### src/rtl/gcd_pkg.sv
package gcd_pkg;
  localparam int DATA_W      = 8;
  localparam int BUSY_LO_BIT = 3;
  localparam int BUSY_HI_BIT = 4;

  typedef enum logic [1:0] {
    REG_DIV  = 2'd0,
    REG_GATE = 2'd1,
    REG_STAT = 2'd2
  } reg_addr_e;
endpackage

### src/rtl/gcd_regs.sv
module gcd_regs
  import gcd_pkg::*;
#(
  parameter int FIELD_W   = 5,
  parameter int RST_FIELD = 0
) (
  input  logic               clk_i,
  input  logic               rst_ni,
  input  logic               wr_i,
  input  logic [1:0]         addr_i,
  input  logic [DATA_W-1:0]  wdata_i,
  input  logic               switch_i,
  input  logic               gate_i,
  output logic [DATA_W-1:0]  rdata_o,
  output logic [FIELD_W-1:0] field_o,
  output logic               pend_o,
  output logic               en_o
);
  logic [FIELD_W-1:0] field_q;
  logic pend_q, en_q;
  logic div_wr, gate_wr;
  logic unused_wdata;

  assign div_wr  = wr_i && (addr_i == REG_DIV);
  assign gate_wr = wr_i && (addr_i == REG_GATE);
  assign unused_wdata = ^wdata_i[DATA_W-1:FIELD_W];

  always_ff @(posedge clk_i or negedge rst_ni) begin
    if (!rst_ni) begin
      field_q <= FIELD_W'(RST_FIELD);
      pend_q  <= 1'b0;
      en_q    <= 1'b0;
    end else begin
      if (div_wr) begin
        field_q <= wdata_i[FIELD_W-1:0];
        pend_q  <= 1'b1;   // a late write wins over a same-cycle switch
      end else if (switch_i) begin
        pend_q  <= 1'b0;
      end
      if (gate_wr) en_q <= wdata_i[0];
    end
  end

  always_comb begin
    rdata_o = '0;
    case (addr_i)
      REG_DIV:  rdata_o[FIELD_W-1:0] = field_q;
      REG_GATE: rdata_o[0] = gate_i;
      REG_STAT: begin
        rdata_o[BUSY_LO_BIT] = pend_q;
        rdata_o[BUSY_HI_BIT] = pend_q;
      end
      default:  rdata_o = '0;
    endcase
  end

  assign field_o = field_q;
  assign pend_o  = pend_q;
  assign en_o    = en_q;

  assert_busy_set_by_write_R8: assert property (@(posedge clk_i) disable iff (!rst_ni)
    $rose(pend_q) |-> $past(div_wr));
  assert_busy_clear_on_switch_R9: assert property (@(posedge clk_i) disable iff (!rst_ni)
    $fell(pend_q) |-> $past(switch_i));
endmodule

### src/rtl/gcd_core.sv
module gcd_core #(
  parameter int BASE_W    = 5,
  parameter int PRE_EN    = 0,
  parameter int RST_FIELD = 0,
  localparam int FIELD_W  = BASE_W + ((PRE_EN != 0) ? 1 : 0),
  localparam int PRE_SH   = BASE_W + 1,
  localparam int CNT_W    = (PRE_EN != 0) ? (2 * BASE_W + 1) : (BASE_W + 1)
) (
  input  logic               clk_i,
  input  logic               rst_ni,
  input  logic [FIELD_W-1:0] field_i,
  input  logic               pend_i,
  input  logic               en_i,
  output logic               div_clk_o,
  output logic               gate_o,
  output logic               bypass_o,
  output logic               switch_o
);
  function automatic logic [CNT_W-1:0] decode(input logic [FIELD_W-1:0] f);
    logic [BASE_W-1:0] low;
    low = f[BASE_W-1:0];
    if (PRE_EN != 0 && f[FIELD_W-1]) begin
      if (low == '0) decode = CNT_W'(1) << PRE_SH;
      else           decode = CNT_W'(low) << PRE_SH;
    end else if (f == '0) begin
      decode = CNT_W'(1) << FIELD_W;
    end else begin
      decode = CNT_W'(f);
    end
  endfunction

  logic [CNT_W-1:0] cnt_q, n_q, cnt_nxt, n_nxt;
  logic wrap, phase_nxt, gate_q, gate_nxt, div_clk_q, byp_q;

  assign wrap      = (cnt_q == n_q - CNT_W'(1));
  assign switch_o  = wrap && pend_i;
  assign n_nxt     = switch_o ? decode(field_i) : n_q;
  assign cnt_nxt   = wrap ? '0 : cnt_q + CNT_W'(1);
  assign phase_nxt = (cnt_nxt < (n_nxt >> 1));
  assign gate_nxt  = phase_nxt ? gate_q : en_i;  // gate moves only in low phase

  always_ff @(posedge clk_i or negedge rst_ni) begin
    if (!rst_ni) begin
      cnt_q     <= '0;
      n_q       <= decode(FIELD_W'(RST_FIELD));
      gate_q    <= 1'b0;
      div_clk_q <= 1'b0;
      byp_q     <= 1'b0;
    end else begin
      cnt_q     <= cnt_nxt;
      n_q       <= n_nxt;
      gate_q    <= gate_nxt;
      div_clk_q <= phase_nxt && gate_nxt;
      byp_q     <= (n_nxt == CNT_W'(1));
    end
  end

  assign div_clk_o = div_clk_q;
  assign gate_o    = gate_q;
  assign bypass_o  = byp_q;

  assert_pulse_opens_period_R4: assert property (@(posedge clk_i) disable iff (!rst_ni)
    $rose(div_clk_q) |-> (cnt_q == '0));
  assert_high_within_half_R4: assert property (@(posedge clk_i) disable iff (!rst_ni)
    div_clk_q |-> (cnt_q < (n_q >> 1)));
  assert_div_moves_at_end_R9: assert property (@(posedge clk_i) disable iff (!rst_ni)
    !$stable(n_q) |-> $past(switch_o));
  assert_gate_moves_low_R7: assert property (@(posedge clk_i) disable iff (!rst_ni)
    !$stable(gate_q) |-> !div_clk_q);
endmodule

### src/rtl/gcd_out.sv
module gcd_out (
  input  logic clk_i,
  input  logic rst_ni,
  input  logic div_clk_i,
  input  logic gate_i,
  input  logic bypass_i,
  output logic clk_o
);
  logic byp_n, gate_n;

  // resampled on the falling edge so the bypass path only moves while clk_i is low
  always_ff @(negedge clk_i or negedge rst_ni) begin
    if (!rst_ni) begin
      byp_n  <= 1'b0;
      gate_n <= 1'b0;
    end else begin
      byp_n  <= bypass_i;
      gate_n <= gate_i;
    end
  end

  assign clk_o = byp_n ? (clk_i & gate_n) : div_clk_i;

  assert_bypass_quiet_R5: assert property (@(posedge clk_i) disable iff (!rst_ni)
    byp_n |-> !div_clk_i);
endmodule

### src/rtl/gated_clk_div.sv
module gated_clk_div
  import gcd_pkg::*;
#(
  parameter int BASE_W    = 5,
  parameter int PRE_EN    = 0,
  parameter int RST_FIELD = 0
) (
  input  logic              clk_i,
  input  logic              rst_ni,
  input  logic              wr_i,
  input  logic [1:0]        addr_i,
  input  logic [DATA_W-1:0] wdata_i,
  output logic [DATA_W-1:0] rdata_o,
  output logic              clk_o
);
  localparam int FIELD_W = BASE_W + ((PRE_EN != 0) ? 1 : 0);

  logic [FIELD_W-1:0] field;
  logic pend, en, switch_s, gate, div_clk, bypass;

  gcd_regs #(.FIELD_W(FIELD_W), .RST_FIELD(RST_FIELD)) regs_i (
    .clk_i(clk_i), .rst_ni(rst_ni), .wr_i(wr_i), .addr_i(addr_i),
    .wdata_i(wdata_i), .switch_i(switch_s), .gate_i(gate),
    .rdata_o(rdata_o), .field_o(field), .pend_o(pend), .en_o(en)
  );

  gcd_core #(.BASE_W(BASE_W), .PRE_EN(PRE_EN), .RST_FIELD(RST_FIELD)) core_i (
    .clk_i(clk_i), .rst_ni(rst_ni), .field_i(field), .pend_i(pend),
    .en_i(en), .div_clk_o(div_clk), .gate_o(gate), .bypass_o(bypass),
    .switch_o(switch_s)
  );

  gcd_out out_i (
    .clk_i(clk_i), .rst_ni(rst_ni), .div_clk_i(div_clk), .gate_i(gate),
    .bypass_i(bypass), .clk_o(clk_o)
  );
endmodule

### config.mk
export PLATFORM = sky130hd
export DESIGN_NAME = gated_clk_div
export DESIGN_NICKNAME = d
export VERILOG_FILES = /design/src/rtl/gcd_pkg.sv /design/src/rtl/gcd_regs.sv /design/src/rtl/gcd_core.sv /design/src/rtl/gcd_out.sv /design/src/rtl/gated_clk_div.sv
export SDC_FILE = /design/constraint.sdc
export NUM_CORES = 1
export LEC_CHECK = 0
export BUFFER_PORTS_ARGS = -buffer_cell sky130_fd_sc_hd__clkbuf_2
export CORE_MARGIN = 5
export CORE_UTILIZATION = 40
export DETAILED_ROUTE_END_ITERATION = 6
export GPL_TIMING_DRIVEN = 0
export PLACE_DENSITY = 0.6
export SYNTH_ARGS = -nofsm -noshare
export SYNTH_HDL_FRONTEND = slang
export SYNTH_SLANG_ARGS = --single-unit
### constraint.sdc
create_clock -name clk_i -period 3.79 [get_ports clk_i]
set_input_delay 1.137 -clock clk_i [delete_from_list [all_inputs] [get_ports clk_i]]
set_output_delay 1.137 -clock clk_i [all_outputs]
set_load 0.005 [all_outputs]
Word-level counts from Yosys, hierarchy flattened
Index checks and enable logic that the tools add are counted.
{"block": "word_totals", "regBits": 24, "inputBits": 13, "output_inout_bits": 9, "elab_cells": 35}
{"block": "op_classes", "add_sub_neg": 2, "order_cmp": 1, "n_eq_ne": 4, "muxes": 10, "bitwise_logic": 1, "n_reduce_logical": 7}
{"cell": "$mux 6", "n": 3}
{"cell": "$add 6x1->6 const B", "n": 1}
{"cell": "$eq 6x1->1 const B", "n": 1}
{"cell": "$eq 6x6->1", "n": 1}
{"cell": "$lt 6x5->1", "n": 1}
{"cell": "$sub 6x1->6 const B", "n": 1}
{"cell": "$logic_not 5->1", "n": 1}
{"cell": "$logic_and 1x1->1", "n": 4}
{"cell": "$mux 1", "n": 4}
{"cell": "$pmux 2 s2", "n": 1}
{"cell": "$eq 2x1->1 const B", "n": 1}
{"cell": "$eq 2x2->1 const B", "n": 1}
{"cell": "$logic_not 2->1", "n": 1}
{"cell": "$mux 2", "n": 1}
{"cell": "$pmux 1 s2", "n": 1}
{"cell": "$reduce_bool 2->1", "n": 1}
{"cell": "$and 1x1->1", "n": 1}

Depth between registers and ports, before layout
Gate-level depths: netlist of run 1.
{"block": "logic_depth", "ltp_word": 7, "depth_mapped": 14, "ltp_nobuf": 14}

By module
A second synthesis of run 1 with hierarchy kept.
{"block": "hier_totals", "hier_cells": 135, "hier_area_um2": 1456.4}
{"module": "gcd_core", "n_inst": 1, "cells_per_inst": 98, "area_each_um2": 1011.0}
{"module": "gcd_regs", "n_inst": 1, "cells_per_inst": 32, "area_each_um2": 381.6}
{"module": "gcd_out", "n_inst": 1, "cells_per_inst": 5, "area_each_um2": 63.8}

==> key figures, run 1 <==
Die
  – Die Wd: 67.8 µm
  – Initial Util: 40.7%
  – Die Span Y: 67.8 µm
  – Die area: 4600 µm²
  – I/O Pins: 22
  – Placement Rows: 21
  – Core ar.: 3280 µm²

Critical path
  – Worst Path Class, Setup: reg2out
  – Crit path max fanout: 2
  – R2R Path End: core_i.gate_o$_DFF_PN0_
  – Reg2Reg Depth: 14
  – Startpoint Class: register
  – CP arrival: 3.00 ns
  – Reg2reg start: core_i.n_q[0]$_DFF_PN0_
  – WP data required: 2.65 ns
  – R2R setup slack: 0.33 ns
  – Crit. End Element: output pin

Finish
  – Nets: 169
  – Commonest non-fill, non-tap cell in the layout: dfrtp_1
  – Commonest cells after routing, fill and taps aside: dfrtp_1 (21), clkbuf_2 (14), nor2_1 (12)
  – Seq. cell area: 602 µm²
  – Share of cells above drive strength 1: 27.5%
  – Layout area overhead: 17.2%
  – Area of the multi-input gates: 684 µm²
  – ANT cells: 0
  – Design area: 1570 µm²
  – Fill cell count: 320
  – Non-filler cells, final: 195

Run
  – # Max-Cap Violations: 0

Global route
  – Pin count of the biggest net entering global routing: 25
  – Antenna violations before repair: 0
  – Gr ovfl total: 0
  – Vias in the first global route: 998
  – First-pass GRT wire length: 4330 µm
  – All-layer global routing usage: 13.2%

Placement
  – Dpl hpwl: 1860 µm
  – Placer Congestion: 0.810
  – Post-DP Area: 1480 µm²
  – Port Buffer Count: 15
  – Inst Count DP: 187
  – Pre-CTS setup slack: -0.195 ns

Routing
  – 1st-iter DRT viols: 23
  – ANT nets after route: 0
  – WL final: 2390 µm
  – Initial DRT Pass Iterations: 4
  – Routed length per instance: 12.3 µm
  – Total number of vias: 921
  – Vias per inst: 4.72
  – Drt drc: 0

Timing
  – Min Hold Slack: 0.521 ns
  – Final WS setup: -0.350 ns
  – Tightest Pin Transition: 0.570 ns
  – Final setup viols: 4
  – Max Slew Vio Count: 0
  – Final hold viol count: 0
  – RSZ-0062 raised after global routing: yes
  – Clock skew: 0.00324 ns
  – Max_slew headroom: 62.0%

Min path
  – Worst hold endpoint: core_i.gate_o$_DFF_PN0_
  – Hold Crit Depth: 1
  – Min-delay worst type: reg2reg
  – Hold Crit Start: regs_i.en_o$_DFFE_PN0P_

Pwr
  – Worst vdd ir: 0.000201 V
  – Power Density: 354 nW/µm²
  – Total power: 0.555 mW
  – P_leak: 0.765 nW

Yosys
  – Yosys Warn Count: 0
  – Synthesized instance count: 124
  – Post-synth cell types: 35
  – Post-synth EDFFs: 0
  – Synthesized area: 1340 µm²
  – Synthesized flop and latch total: 24
  – Seq/Total Area, Yosys: 45.0%
  – Mean post-synth cell area: 10.8 µm²
  – Main synth FF type: dfrtp_1
  – Async set-reset flop share out of synthesis: 100%

Clocking
  – CTS tree: built
  – Clk_lat worst skew: 0.43 ns
  – CTS clk-pin slew, worst paths: 0.13 ns
  – Hold Buf Count CTS: 0

Outcome
  – Run status: complete, but fails checks
  – Failing checks: setup timing
==> sequential cells by signal, indices dropped and copies added, names as in the netlist <==
name and cells:
out_i.byp_n 1, core_i.n_q 6, core_i.div_clk_o 1, out_i.gate_n 1, core_i.gate_o 1, regs_i.field_o 5, regs_i.pend_o 1, core_i.bypass_o 1
core_i.cnt_q 6, regs_i.en_o 1
==> timing repair <==
action | 4_1_cts | 5_1_grt
pin swaps | 2 | 2
gates resized for setup | 1 | 3
buffers inserted | 1 | 0
endpoints found under the setup margin | 5 | 5
==> cell families after synthesis <==
| group | Yosys count | synth area share (%) |
|---|---|---|
| AO/OA/AOI/OAI | 14 | 9.83 |
| XOR/XNOR | 12 | 8.43 |
| adder cells (fa/ha/maj) | 6 | 5.62 |
| buffers and inverters | 14 | 4.87 |
| flip-flops | 24 | 45.0 |
| multiplexers | 14 | 11.5 |
| other | 1 | 0.281 |
| AND/OR/NAND/NOR | 39 | 14.4 |
==> synthesized netlist by cell type, types with 2 or more instances <==
| library cell | number | area share (%) |
|---|---|---|
| dfrtp_1 | 21 | 39 |
| nor2_1 | 12 | 3.4 |
| nand2_1 | 10 | 2.8 |
| inv_1 | 9 | 2.5 |
| xor2_1 | 7 | 4.6 |
| ha_1 | 6 | 5.6 |
| mux2_2 | 6 | 5.1 |
| mux2i_1 | 6 | 4.5 |
| a21oi_1 | 4 | 1.5 |
| and2_1 | 4 | 1.9 |
| nand3_1 | 4 | 1.5 |
| xnor2_1 | 4 | 2.6 |
| buf_4 | 3 | 1.7 |
| o21ai_0 | 3 | 1.1 |
| a2111oi_4 | 2 | 4.1 |
| dfrtn_1 | 2 | 3.7 |
| nand2b_1 | 2 | 0.94 |
| nor2b_1 | 2 | 0.94 |
==> metal layers <==
metal / up-vias / part of all wire, % / global-route usage (%)
met4: 0 / 2.9 / 10.9
met3: 7 / 4.6 / 3.16
li1: 463 / - / -
met1: 433 / 44 / 15.4
met5: - / 0 / 0
met2: 18 / 48 / 20.4
==> per-stage QoR <==
stage	utilization, %	setup TNS, ns
after floorplan	-	0
after global placement	45.0	-0.131
after detailed placement	45.0	-0.195
after CTS	47.5	-0.382
after global routing	47.7	-0.435
final	47.7	-0.350
==> critical path, stage by stage, from the launching register on <==
cell	delay, ns
dfrtn_1	0.43
nand3_1	0.07
o21ai_1	0.07
buf_2	0.12
==> worst max path at each step <==
stage                     slack [ns]                      end                     from
after CTS                      -0.38                    clk_o    out_i.byp_n$_DFF_NN0_
after global routing           -0.43                    clk_o    out_i.byp_n$_DFF_NN0_
final                          -0.35                    clk_o    out_i.byp_n$_DFF_NN0_
after detailed placement       -0.20  core_i.gate_o$_DFF_PN0_  core_i.n_q[0]$_DFF_PN0_
after global placement         -0.13  core_i.gate_o$_DFF_PN0_  core_i.n_q[0]$_DFF_PN0_
after floorplan                 0.23                    clk_o    out_i.byp_n$_DFF_NN0_
==> report_power, final <==
group          leakage, nW  internal [mW]  switching [mW]
clock               0.0504          0.142          0.0845
sequential           0.295          0.272          0.0136
combinational        0.419         0.0231          0.0195
==> cell type report <==
type / instances / area share [%]
Clock buffer: 7 / 3.19
Timing Repair Buffer: 15 / 4.95
Inverter: 9 / 2.16
Buffer: 5 / 2.00
Tap cell: 46 / 3.67
Sequential cell: 24 / 38.4
Multi-Input combinational cell: 88 / 43.7
Clock inverter: 1 / 1.92
No activity file was read; power rests on OpenSTA's default activity.
==> run 2, diff against run 1 <==
--- a/config.mk
+++ b/config.mk
@@ -9,7 +9,6 @@
 export CORE_MARGIN = 5
 export CORE_UTILIZATION = 40
 export DETAILED_ROUTE_END_ITERATION = 6
-export GPL_TIMING_DRIVEN = 0
 export PLACE_DENSITY = 0.6
 export SYNTH_ARGS = -nofsm -noshare
 export SYNTH_HDL_FRONTEND = slang
==> constraint.sdc (replaced) <==
create_clock -name clk_i -period 3.5 [get_ports clk_i]
set_input_delay 1.05 -clock clk_i [delete_from_list [all_inputs] [get_ports clk_i]]
set_output_delay 1.05 -clock clk_i [all_outputs]
set_load 0.005 [all_outputs]
==> run 2 against run 1 <==
Net effect:
- the run still ends with setup timing left
- largest cell class unchanged
- clock skew grew 0.0019 ns
- cell count down 0.51%
- die area did not move
- highest routed layer unchanged
==> key figures, run 2 (same netlist as run 1, synthesis figures left out) <==
Outcome
  – Run status: complete, but fails checks
  – Failing checks: setup timing

Timing
  – RSZ-0062 raised after global routing: yes
  – Final setup viols: 4 (unchanged)
  – Setup TNS: -0.391 ns (-0.0408 ns)
  – Min Hold Slack: 0.400 ns (-0.121 ns)
  – Final WS setup: -0.391 ns (-0.0408 ns)
  – Max Slew Vio Count: 0 (unchanged)
  – Final hold viol count: 0 (unchanged)
  – Clock skew: 0.00519 ns (+0.00195 ns)

Finish
  – Share of cells above drive strength 1: 27.7% (+0.19 points)
  – Fill cell count: 328 (+2.5%)
  – Nets: 168 (-0.59%)
  – Commonest cells after routing, fill and taps aside: dfrtp_1 (21), clkbuf_2 (14), nor2_1 (12)
  – Non-filler cells, final: 194 (-0.51%)
  – ANT cells: 0 (unchanged)
  – Commonest non-fill, non-tap cell in the layout: dfrtp_1
  – Layout area overhead: 15.5%

Global route
  – Vias in the first global route: 944 (-5.4%)
  – Gr ovfl total: 0 (unchanged)
  – Pin count of the biggest net entering global routing: 22 (-12%)
  – First-pass GRT wire length: 4280 µm (-1.1%)
  – All-layer global routing usage: 13.3% (+0.10 points)
  – Antenna violations before repair: 0 (unchanged)

Clocking
  – CTS clk-pin slew, worst paths: 0.12 ns (about the same)
  – Clk_lat worst skew: 0.42 ns (about the same)
  – CTS tree: built

Placement
  – Dpl hpwl: 1900 µm (+2.3%)
  – Inst Count DP: 185 (-1.1%)
  – Port Buffer Count: 15 (unchanged)
  – Placer Congestion: 0.764 (-5.7%)

Routing
  – Routed length per instance: 12.5 µm (+2.2%)
  – WL final: 2430 µm (+1.6%)
  – Total number of vias: 931 (+1.1%)
  – Drt drc: 0 (unchanged)
  – ANT nets after route: 0 (unchanged)
  – 1st-iter DRT viols: 22 (-4.3%)
  – Initial DRT Pass Iterations: 4 (unchanged)
  – Vias per inst: 4.80 (+1.6%)

Critical path
  – Worst Path Class, Setup: reg2out
  – Crit path max fanout: 2 (unchanged)
  – WP data required: 2.45 ns (-0.20 ns)
  – Startpoint Class: register
  – CP arrival: 2.84 ns (-0.16 ns)
  – Crit. End Element: output pin

Die
  – Placement Rows: 21 (unchanged)
  – Die area: 4600 µm² (unchanged)
  – Die Wd: 67.8 µm (unchanged)
  – I/O Pins: 22 (unchanged)
  – Die Span Y: 67.8 µm (unchanged)
  – Initial Util: 40.7% (unchanged)
  – Core ar.: 3280 µm² (unchanged)

Pwr
  – Worst vdd ir: 0.000183 V (-9.1%)
  – Power Density: 352 nW/µm² (-0.55%)
  – P_leak: 0.754 nW (-1.5%)

Min path
  – Min-delay worst type: in2async

Run
  – # Max-Cap Violations: 0 (unchanged)
run 2: worst paths after layout:
| path | from | to | slack, ns | cells after the start |
|---|---|---|---|---|
| min reg2reg | regs_i.en_o$_DFFE_PN0P_ | core_i.gate_o$_DFF_PN0_ | 0.52 | 1 |
| min in group clk_i | regs_i.en_o$_DFFE_PN0P_ | core_i.gate_o$_DFF_PN0_ | 0.52 | 1 |
| max | out_i.byp_n$_DFF_NN0_ | clk_o | -0.39 | 3 |
| max reg2reg | core_i.n_q[1]$_DFF_PN0_ | core_i.gate_o$_DFF_PN0_ | 0.14 | 13 |
| max in group asynchronous | rst_ni | out_i.byp_n$_DFF_NN0_ | 1.32 | 1 |
| min | rst_ni | core_i.div_clk_o$_DFF_PN0_ | 0.40 | 1 |
run 2: per-layer routing:
metal / routed length (µm) / vias up / GRT usage [%]
li1: - / 460 / -
met1: 1120 / 448 / 15.5
met2: 1170 / 18 / 20.4
met3: 88 / 5 / 3.49
met4: 57 / 0 / 10.7
met5: 0 / - / 0
run 2: what timing repair did:
item                                    4_1_cts  5_1_grt
resized for setup                             1        1
hold buffers                                  0        0
endpoints found under the setup margin        4        5
buffers inserted                              0        2
pin swaps                                     1        0
run 2: per-stage QoR:
stage / power, mW / cell area [µm²] / util (%) / worst slack, ns
2_1_floorplan: 0.338 / 1350 / - / 0.0829
3_3_place_gp: 0.359 / 1470 / 44.8 / 0.0653
3_5_place_dp: 0.361 / 1470 / 44.8 / 0.0630
4_1_cts: 0.554 / 1530 / 46.6 / -0.422
5_1_grt: 0.578 / 1540 / 47.0 / -0.473
6_report: 0.544 / 1540 / 47.0 / -0.391
run 2: critical path, stage by stage (launching register included):
cell and delay (ns):
dfrtn_1 0.42, nand3_1 0.06, o21ai_1 0.06, buf_2 0.12
run 2: cell type report:
| cell class | count | area [µm²] | share of cell area (%) |
|---|---|---|---|
| multi-input combinational | 88 | 679 | 44.0 |
| clock buffer | 8 | 63.8 | 4.13 |
| inverter | 9 | 33.8 | 2.19 |
| sequential | 24 | 602 | 39.0 |
| tap | 46 | 57.6 | 3.73 |
| timing repair buffer | 19 | 108 | 6.97 |
run 2: report_power, final:
part | total, mW | internal (mW) | switching [mW]
combinational | 0.0442 | 0.0234 | 0.0207
sequential | 0.310 | 0.295 | 0.0149
clock | 0.190 | 0.101 | 0.0886
total | 0.544 | 0.419 | 0.124
